$ cat src/rtl/stack_pkg.sv
// Shared types for the stack controller.
// Assumes the requester presents at most one request per cycle.
package stack_pkg;
    typedef enum logic [1:0] {
        OP_IDLE     = 2'd0,
        OP_PUSH_REG = 2'd1,
        OP_PUSH_RET = 2'd2,
        OP_POP      = 2'd3
    } stack_op_e;
endpackage

$ cat src/rtl/stack_guard.sv
// Request qualifier: turns a request into a permitted save or restore,
// or into an overflow or underflow error. Purely combinational.
// Assumes full/empty come from the pointer register of the same cycle.
module stack_guard
    import stack_pkg::*;
(
    input  stack_op_e op,
    input  logic      full,
    input  logic      empty,
    output logic      do_push,
    output logic      do_pop,
    output logic      err_ovf,
    output logic      err_unf
);
    logic is_push;
    logic is_pop;

    // Classify the request and gate it on the window bounds
    always_comb begin
        is_push = (op == OP_PUSH_REG) || (op == OP_PUSH_RET);
        is_pop  = (op == OP_POP);
        do_push = is_push && !full;
        do_pop  = is_pop && !empty;
        err_ovf = is_push && full;
        err_unf = is_pop && empty;
    end
endmodule

$ cat src/rtl/stack_ptr.sv
// Downward-growing stack pointer kept one bit wider than the address,
// so that "empty" (one past TOP) differs from every real address.
// Assumes do_push and do_pop are already qualified and never both high.
module stack_ptr #(
    parameter int DATA_W = 8,
    parameter int BASE   = 'hEA,
    parameter int TOP    = 'hFF,
    parameter int DEPTH_W = $clog2(TOP - BASE + 2)
) (
    input  logic               clk,
    input  logic               rst_n,
    input  logic               do_push,
    input  logic               do_pop,
    output logic [DATA_W-1:0]  sp_lo,
    output logic [DEPTH_W-1:0] depth,
    output logic               empty,
    output logic               full
);
    localparam int PTR_W    = DATA_W + 1;
    localparam int CAPACITY = TOP - BASE + 1;
    localparam logic [PTR_W-1:0] EMPTY_V = PTR_W'(TOP + 1);
    localparam logic [PTR_W-1:0] FULL_V  = PTR_W'(BASE);

    logic [PTR_W-1:0] ptr_q;
    logic [PTR_W-1:0] used;

    // Pointer register: down on save, up on restore
    always_ff @(posedge clk) begin
        if (!rst_n)       ptr_q <= EMPTY_V;
        else if (do_push) ptr_q <= ptr_q - PTR_W'(1);
        else if (do_pop)  ptr_q <= ptr_q + PTR_W'(1);
    end

    // Derived occupancy and bound flags
    always_comb begin
        used  = EMPTY_V - ptr_q;
        depth = used[DEPTH_W-1:0];
        empty = (ptr_q == EMPTY_V);
        full  = (ptr_q == FULL_V);
        sp_lo = ptr_q[DATA_W-1:0];
    end

    assert_depth_bound_R5: assert property (@(posedge clk) disable iff (!rst_n)
        int'(depth) <= CAPACITY);
    assert_push_grows_R2: assert property (@(posedge clk) disable iff (!rst_n)
        do_push |=> depth == $past(depth) + DEPTH_W'(1));
    assert_pop_shrinks_R4: assert property (@(posedge clk) disable iff (!rst_n)
        do_pop |=> depth == $past(depth) - DEPTH_W'(1));
    assert_hold_idle_R7: assert property (@(posedge clk) disable iff (!rst_n)
        (!do_push && !do_pop) |=> $stable(sp_lo));
endmodule

$ cat src/rtl/stack_port.sv
// Memory-side driver: picks the access address, write strobe and write
// data for a qualified request and forwards the read byte on a restore.
// Assumes memory read data is valid in the cycle the address is driven.
module stack_port
    import stack_pkg::*;
#(
    parameter int DATA_W     = 8,
    parameter int RET_OFFSET = 2
) (
    input  stack_op_e          op,
    input  logic               do_push,
    input  logic               do_pop,
    input  logic [DATA_W-1:0]  sp_lo,
    input  logic [DATA_W-1:0]  reg_data,
    input  logic [DATA_W-1:0]  pc,
    input  logic [DATA_W-1:0]  rdata,
    output logic [DATA_W-1:0]  addr,
    output logic               we,
    output logic [DATA_W-1:0]  wdata,
    output logic [DATA_W-1:0]  pop_data,
    output logic               pop_valid
);
    logic [DATA_W-1:0] ret_addr;

    generate
        if (RET_OFFSET == 0) begin : g_ret_direct
            assign ret_addr = pc;
        end else begin : g_ret_offset
            assign ret_addr = pc + DATA_W'(RET_OFFSET);
        end
    endgenerate

    // Address, strobe and data selection
    always_comb begin
        addr      = do_push ? (sp_lo - DATA_W'(1)) : sp_lo;
        we        = do_push;
        wdata     = (op == OP_PUSH_RET) ? ret_addr : reg_data;
        pop_valid = do_pop;
        pop_data  = do_pop ? rdata : '0;
    end
endmodule

$ cat src/rtl/stack_ctrl.sv
// Bounded stack controller: a 22-byte downward stack at the top of a
// 256-byte space, with refused accesses reported as overflow/underflow.
// Assumes an external memory with combinational read and clocked write.
module stack_ctrl
    import stack_pkg::*;
#(
    parameter int DATA_W     = 8,
    parameter int BASE       = 'hEA,
    parameter int TOP        = 'hFF,
    parameter int RET_OFFSET = 2,
    localparam int DEPTH_W   = $clog2(TOP - BASE + 2)
) (
    input  logic               clk,
    input  logic               rst_n,
    input  logic [1:0]         op_i,
    input  logic [DATA_W-1:0]  reg_data_i,
    input  logic [DATA_W-1:0]  pc_i,
    input  logic [DATA_W-1:0]  mem_rdata_i,
    output logic [DATA_W-1:0]  mem_addr_o,
    output logic               mem_we_o,
    output logic [DATA_W-1:0]  mem_wdata_o,
    output logic [DATA_W-1:0]  pop_data_o,
    output logic               pop_valid_o,
    output logic               err_overflow_o,
    output logic               err_underflow_o,
    output logic [DATA_W-1:0]  sp_o,
    output logic [DEPTH_W-1:0] depth_o,
    output logic               empty_o,
    output logic               full_o
);
    localparam logic [DATA_W-1:0] BASE_A = DATA_W'(BASE);

    stack_op_e op;
    logic      do_push;
    logic      do_pop;
    logic      full;
    logic      empty;

    assign op      = stack_op_e'(op_i);
    assign full_o  = full;
    assign empty_o = empty;

    stack_guard u_guard (
        .op      (op),
        .full    (full),
        .empty   (empty),
        .do_push (do_push),
        .do_pop  (do_pop),
        .err_ovf (err_overflow_o),
        .err_unf (err_underflow_o)
    );

    stack_ptr #(.DATA_W(DATA_W), .BASE(BASE), .TOP(TOP), .DEPTH_W(DEPTH_W)) u_ptr (
        .clk     (clk),
        .rst_n   (rst_n),
        .do_push (do_push),
        .do_pop  (do_pop),
        .sp_lo   (sp_o),
        .depth   (depth_o),
        .empty   (empty),
        .full    (full)
    );

    stack_port #(.DATA_W(DATA_W), .RET_OFFSET(RET_OFFSET)) u_port (
        .op        (op),
        .do_push   (do_push),
        .do_pop    (do_pop),
        .sp_lo     (sp_o),
        .reg_data  (reg_data_i),
        .pc        (pc_i),
        .rdata     (mem_rdata_i),
        .addr      (mem_addr_o),
        .we        (mem_we_o),
        .wdata     (mem_wdata_o),
        .pop_data  (pop_data_o),
        .pop_valid (pop_valid_o)
    );

    assert_no_write_on_overflow_R5: assert property (@(posedge clk) disable iff (!rst_n)
        err_overflow_o |-> !mem_we_o);
    assert_overflow_holds_R5: assert property (@(posedge clk) disable iff (!rst_n)
        err_overflow_o |=> $stable(depth_o) && full_o);
    assert_no_pop_on_underflow_R6: assert property (@(posedge clk) disable iff (!rst_n)
        err_underflow_o |-> !pop_valid_o);
    assert_underflow_holds_R6: assert property (@(posedge clk) disable iff (!rst_n)
        err_underflow_o |=> empty_o);
    assert_write_in_window_R9: assert property (@(posedge clk) disable iff (!rst_n)
        mem_we_o |-> mem_addr_o >= BASE_A);
    assert_read_in_window_R9: assert property (@(posedge clk) disable iff (!rst_n)
        pop_valid_o |-> mem_addr_o >= BASE_A);
endmodule

$ cat config.mk
export PLATFORM = sky130hd
export DESIGN_NAME = stack_ctrl
export DESIGN_NICKNAME = d
export VERILOG_FILES = /design/src/rtl/stack_pkg.sv /design/src/rtl/stack_guard.sv /design/src/rtl/stack_ptr.sv /design/src/rtl/stack_port.sv /design/src/rtl/stack_ctrl.sv
export SDC_FILE = /design/constraint.sdc
export NUM_CORES = 1
export LEC_CHECK = 0
export BUFFER_PORTS_ARGS = -buffer_cell sky130_fd_sc_hd__buf_2
export CAP_MARGIN = 10
export CORE_ASPECT_RATIO = 0.7
export CORE_MARGIN = 3
export CORE_UTILIZATION = 49
export CTS_CLUSTER_DIAMETER = 40
export DETAILED_ROUTE_END_ITERATION = 16
export GPL_TIMING_DRIVEN = 1
export PLACE_DENSITY_LB_ADDON = 0.1
export SYNTH_ARGS = -nofsm -noshare
export SYNTH_HDL_FRONTEND = slang
export SYNTH_SLANG_ARGS = --single-unit
$ cat constraint.sdc
create_clock -name clk -period 7.6 [get_ports clk]
set_input_delay 1.14 -clock clk [delete_from_list [all_inputs] [get_ports clk]]
set_output_delay 1.14 -clock clk [all_outputs]
set_load 0.01 [all_outputs]
==> results.py, run 1 <==
metrics = {
    "detailed_routing": {
        "drt-total-wl_mm": 3.23,
        "wl_per_cell_um": 12.7,
        "drt_iter0_drc": 29,
        "dr.pass1.iters": 4,
        "drc": 0,
        "vias_per_cell": 5.18,
        "ant_nets": 0,
        "routed-via-count": 1315,
    },
    "cts": {
        "clk-insertion-delay-late_ns": 0.24,
        "cts.clk_slew.worst_paths_ns": 0.05,
        "htree_levels": 1,
        "cts_made_buffers": 3,
        "ctsResizeCount": 0,
        "cts_root_buf": "clkbuf_8",
        "cts_setup_buffers": 0,
        "clockBufferDepth": 2,
        "cts_tree": "done",
        "numClockSinks": 9,
        "holdBufCountCts": 0,
    },
    "critical_path": {
        "crit_path_max_fanout": 18,
        "reg2reg_to": "u_ptr.ptr_q[8]$_SDFFE_PN1P_",
        "worstSetupStartpointType": "primary input",
        "r2r-start": "u_ptr.ptr_q[0]$_SDFFE_PN0P_",
        "r2r_cells": 10,
        "crit_type": "in -> out",
        "endpoint_kind": "primary output",
        "crit_required_ns": 6.46,
        "r2r_setup_slack_ns": 4.70,
        "critPathArrivalTime_ns": 2.80,
    },
    "placement": {
        "placed_area_um2": 1580,
        "gp_congestion": 0.807,
        "hpwl_mm": 2.60,
        "io_buffers": 70,
    },
    "timing": {
        "finalSetupViolations": 0,
        "maxClockFrequency_mhz": 254,
        "fin_skew_ns": 0.00513,
        "period_share": 0.518,
        "worst_pin_slew_ns": 0.825,
        "rsz0062_at_grt": "no",
        "min_period_ns": 3.94,
        "tns_ns": 0,
        "hold_violations": 0,
        "slew_viol_final": 0,
        "max-slew-margin-rel": 0.446,
    },
    "floorplanning": {
        "start_util": 0.524,
        "top_level_ports": 71,
        "fp.dieH_um": 49.4,
        "die_area_um2": 3360,
        "core_um2": 2510,
        "fp.dieW_um": 68.0,
        "placementRows": 15,
    },
    "final_layout": {
        "fin_nets": 262,
        "fillCellCount": 235,
        "diodes": 0,
        "layout_commonest_cell": "buf_2",
        "layout_common_cells": "buf_2, xnor2_1, nor2_1",
        "regMostFlops": "u_ptr.ptr_q",
        "drive_gt1_frac": 0.377,
        "largest_reg_flops": 9,
        "top_regs": "u_ptr.ptr_q: 9 flops",
        "finalInstanceArea_um2": 1630,
        "area_delta_synth_final_pct": 23.6,
    },
    "synthesis": {
        "yosysWarnings": 0,
        "synth_nets": 203,
        "synthDistinctLibCells": 45,
        "synth_edf_count": 0,
        "syn_inst": 162,
        "synth_top_family_by_area": "simple AND/OR/NAND/NOR gates",
        "synth-compound-area-share": 0.197,
        "syn_avg_cell_area_um2": 8.13,
        "synthSimpleGateAreaFrac": 0.264,
        "async_reset_ff_frac": 0,
        "synth_xor_area_frac": 0.126,
        "yosys_register_bits": 9,
        "ys_seq_area_frac": 0.137,
        "ys_dominant_reg_cell": "dfxtp_1",
        "syn_area_um2": 1320,
        "synth_mux_area_frac": 0.0323,
        "synthAdderAreaFrac": 0.129,
    },
    "grt": {
        "grt_pass1_wl_mm": 5.14,
        "antenna_found_initial": 0,
        "grtUsageTotal": 0.194,
        "grt_util_met2": 0.290,
        "met3_usage": 0.0553,
        "overflow": 0,
        "gr-max-usage-layer": "met2",
        "grt_use_met1": 0.280,
        "grt_pass1_vias": 1124,
        "grt_max_degree": 19,
    },
    "pwr": {
        "switching_power_uw": 207,
        "clkPwrFrac": 0.132,
        "pwr-share-seq": 0.214,
        "p_leak_uw": 0.000835,
        "comb_power_share": 0.653,
        "ir_worst_vdd_uv": 210,
        "p_int_uw": 236,
        "powerDensity_nw_per_um2": 272,
        "switching_share": 0.467,
    },
    "hold_path": {
        "hp-class": "reg -> reg",
        "min_delay_worst_endpoint": "u_ptr.ptr_q[8]$_SDFFE_PN1P_",
        "hold_depth": 2,
        "min_from": "u_ptr.ptr_q[8]$_SDFFE_PN1P_",
    },
    "flow_run": {
        "cap_violations": 0,
    },
    "status": {
        "status": "finished clean",
    },
}
## through the flow
step                      total power (uW)  instances  hold WS [ns]  utilization  setup slack, ns
final                                  443        254         0.511        0.648             3.66
after global routing                   483        254         0.533        0.648             3.53
after CTS                              444        254         0.505        0.648             3.66
after detailed placement               384        250         0.499        0.630             3.66
after global placement                 380        250         0.487        0.630             3.70
after floorplan                        317        162         0.460            -             3.92
## metal layers
| layer | share of wire | routed length (um) |
|---|---|---|
| met1 | 0.49 | 1580 |
| met2 | 0.43 | 1400 |
| met3 | 0.077 | 248 |
| met4 | 0 | 0 |
| met5 | 0 | 0 |
## cells by family after synthesis
family / after synthesis
adder cells (fa/ha/maj): 13
buffers and inverters: 22
multiplexers: 4
flip-flops: 9
XOR/XNOR: 19
AO/OA/AOI/OAI: 37
AND/OR/NAND/NOR: 58
## cells in the mapped netlist, drive strengths merged (5+ instances only)
library cell / number / area, um^2
a21oi: 10 / 50.1
and2: 10 / 62.6
buf: 14 / 119
dfxtp: 9 / 180
ha: 12 / 150
inv: 6 / 25.0
nand2: 12 / 45.0
nand3: 6 / 30.0
nor2: 14 / 68.8
o21ai: 6 / 30.0
xnor2: 14 / 123
xor2: 5 / 43.8
## worst max path at each step
stage | startpoint | to
floorplan | op_i[0] | mem_addr_o[5]
global placement | op_i[0] | mem_addr_o[5]
detailed placement | op_i[0] | mem_addr_o[5]
CTS | op_i[0] | mem_addr_o[5]
global route | op_i[0] | mem_addr_o[5]
finish | op_i[0] | mem_addr_o[5]
## layout make-up
| cell class | instances | area [um^2] | area share |
|---|---|---|---|
| multi-input cells | 131 | 986 | 0.605 |
| clock buffers | 4 | 45.0 | 0.0276 |
| inverters | 6 | 25.0 | 0.0154 |
| repair buffers | 70 | 350 | 0.215 |
| flip-flops and latches | 9 | 180 | 0.111 |
| well taps | 34 | 42.5 | 0.0261 |
## power by group through the flow
stage / sequential (uW) / clock (uW) / combinational (uW)
after floorplan: 78.7 / 0 / 239
after global placement: 94.4 / 0 / 285
final: 95.0 / 58.7 / 290
after global routing: 98.5 / 61.3 / 323
after CTS: 94.1 / 59.3 / 290
after detailed placement: 95.1 / 0 / 289
## worst max-delay path, cell delays in order
cell and delay (ns):
buf_2 0.09, inv_1 0.04, ha_1 0.36, o21ba_4 0.44, nand2_1 0.12, or3_1 0.33, xnor2_1 0.12, buf_2 0.14
Note: power is estimated with default switching activity, not from simulation.
==> inputs of run 2 (changes only) <==
--- a/config.mk
+++ b/config.mk
@@ -9,7 +9,7 @@
 export CAP_MARGIN = 10
 export CORE_ASPECT_RATIO = 0.7
 export CORE_MARGIN = 3
-export CORE_UTILIZATION = 49
+export CORE_UTILIZATION = 45
 export CTS_CLUSTER_DIAMETER = 40
 export DETAILED_ROUTE_END_ITERATION = 16
 export GPL_TIMING_DRIVEN = 1
==> constraint.sdc (replaced) <==
create_clock -name clk -period 3.9 [get_ports clk]
set_input_delay 0.585 -clock clk [delete_from_list [all_inputs] [get_ports clk]]
set_output_delay 0.585 -clock clk [all_outputs]
set_load 0.01 [all_outputs]
==> results.py, run 2 (synthesized netlist as in run 1, its figures left out) <==
metrics = {
    "status": {
        "status": "finished clean",
    },
    "detailed_routing": {
        "dr.pass1.iters": 4,
        "drt_iter0_drc": 43,
        "drt-total-wl_mm": 3.42,
        "wl_per_cell_um": 13.4,
        "ant_nets": 0,
        "routed-via-count": 1337,
        "drc": 0,
        "vias_per_cell": 5.26,
    },
    "cts": {
        "numClockSinks": 9,
        "clockBufferDepth": 2,
        "clk-insertion-delay-late_ns": 0.23,
        "cts_tree": "done",
        "cts_setup_buffers": 0,
        "holdBufCountCts": 0,
        "cts_root_buf": "clkbuf_8",
        "cts_made_buffers": 3,
        "ctsResizeCount": 0,
        "htree_levels": 1,
        "cts.clk_slew.worst_paths_ns": 0.05,
    },
    "critical_path": {
        "endpoint_kind": "flop",
        "crit_type": "reg -> reg",
        "cp_top_family": "compound AO/OA/AOI/OAI gates",
        "worstSetupStartpointType": "flop",
        "critical_path_buf_inv_count": 1,
        "path_cells": "inv_1 > ha_1 > nand4bb_4 > o21ba_4 > fa_1 > a211oi_2 > o21ai_0 > a31oi_1 > mux2i_1 > a32oi_1",
        "crit_required_ns": 4.00,
        "crit_path_max_fanout": 18,
        "critPathMaxStageDelay_ns": 0.51,
        "critPathArrivalTime_ns": 3.01,
        "slowest_stage": "fa_1",
    },
    "pwr": {
        "ir_worst_vdd_uv": 419,
        "powerDensity_nw_per_um2": 531,
        "p_leak_uw": 0.000835,
    },
    "placement": {
        "hpwl_mm": 2.78,
        "place_ws_ns": 0.811,
        "gp_congestion": 0.888,
        "dp_cells": 250,
        "io_buffers": 70,
    },
    "timing": {
        "finalSetupViolations": 0,
        "worst_pin_slew_ns": 0.859,
        "slew_viol_final": 0,
        "maxClockFrequency_mhz": 344,
        "fin_skew_ns": 0.000132,
        "period_share": 0.746,
        "rsz0062_at_grt": "no",
        "max-slew-margin-rel": 0.424,
        "hold_violations": 0,
        "tns_ns": 0,
        "min_period_ns": 2.91,
        "finalWorstSetupSlack_ns": 0.990,
    },
    "grt": {
        "grt_util_met2": 0.314,
        "met3_usage": 0.0511,
        "grt_use_met1": 0.255,
        "grt_pass1_vias": 1172,
        "overflow": 0,
        "grt_pass1_wl_mm": 5.60,
        "antenna_found_initial": 0,
        "gr-max-usage-layer": "met2",
        "grtUsageTotal": 0.189,
        "grt_max_degree": 19,
    },
    "final_layout": {
        "fin_nets": 262,
        "fillCellCount": 242,
        "diodes": 0,
        "largest_reg_flops": 9,
        "top_regs": "u_ptr.ptr_q: 9 flops",
        "layout_common_cells": "buf_2, xnor2_1, nor2_1",
        "area_delta_synth_final_pct": 23.6,
        "layout_commonest_cell": "buf_2",
        "drive_gt1_frac": 0.377,
        "regMostFlops": "u_ptr.ptr_q",
        "final_cells": 254,
    },
    "floorplanning": {
        "placementRows": 15,
        "top_level_ports": 71,
        "core_um2": 2630,
        "fp.dieW_um": 70.7,
        "fp.dieH_um": 51.3,
        "start_util": 0.501,
        "die_area_um2": 3620,
    },
    "hold_path": {
        "hp-class": "reg -> reg",
    },
    "flow_run": {
        "cap_violations": 0,
    },
}
[run 2: cell counts in the layout (fill, tap and decap cells not counted)]
No cell type changed its count.
[run 2: worst paths after layout]
path | startpoint | end | slack (ns) | depth (start not counted)
worst max-delay path | u_ptr.ptr_q[0]$_SDFFE_PN0P_ | u_ptr.ptr_q[8]$_SDFFE_PN1P_ | 0.99 | 10
worst min-delay path | u_ptr.ptr_q[8]$_SDFFE_PN1P_ | u_ptr.ptr_q[8]$_SDFFE_PN1P_ | 0.50 | 2
worst max register to register | u_ptr.ptr_q[0]$_SDFFE_PN0P_ | u_ptr.ptr_q[8]$_SDFFE_PN1P_ | 0.99 | 10
worst min register to register | u_ptr.ptr_q[8]$_SDFFE_PN1P_ | u_ptr.ptr_q[8]$_SDFFE_PN1P_ | 0.50 | 2
[run 2: layout make-up]
| type | instances | area [um^2] | share of cell area |
|---|---|---|---|
| tap | 34 | 42.5 | 0.0261 |
| timing repair buffer | 70 | 350 | 0.215 |
| clock buffer | 4 | 45.0 | 0.0276 |
| sequential | 9 | 180 | 0.111 |
| multi-input combinational | 131 | 986 | 0.605 |
| inverter | 6 | 25.0 | 0.0154 |
[run 2: worst reg2reg max path, delay by kind of cell (launching register included)]
kind                     cells  cell delay (ns)
flip-flops                   1             0.39
AO/OA/AOI/OAI                5             1.14
adder cells (fa/ha/maj)      2             0.73
multiplexers                 1             0.24
buffers and inverters        1             0.15
AND/OR/NAND/NOR              1             0.13
[run 2: stage by stage]
| stage | util | power [uW] | hold slack (ns) | area, um^2 |
|---|---|---|---|---|
| final | 0.620 | 864 | 0.502 | 1630 |
| after global routing | 0.620 | 945 | 0.540 | 1630 |
| after CTS | 0.620 | 869 | 0.507 | 1630 |
| after detailed placement | 0.603 | 757 | 0.501 | 1580 |
| after global placement | 0.603 | 743 | 0.479 | 1580 |
| after floorplan | - | 619 | 0.460 | 1320 |
[run 2: where the power goes]
group / switching [uW] / internal (uW) / total, uW
combinational: 299 / 270 / 568
sequential: 67.4 / 120 / 187
clock: 37.7 / 71.3 / 109
total: 404 / 461 / 864
[run 2: layer usage]
| metal | part of all wire | wire (um) | up-vias |
|---|---|---|---|
| met1 | 0.45 | 1540 | 608 |
| met4 | 0.0032 | 11 | 0 |
| li1 | - | - | 685 |
| met2 | 0.46 | 1580 | 42 |
| met3 | 0.083 | 282 | 2 |
| met5 | 0 | 0 | - |
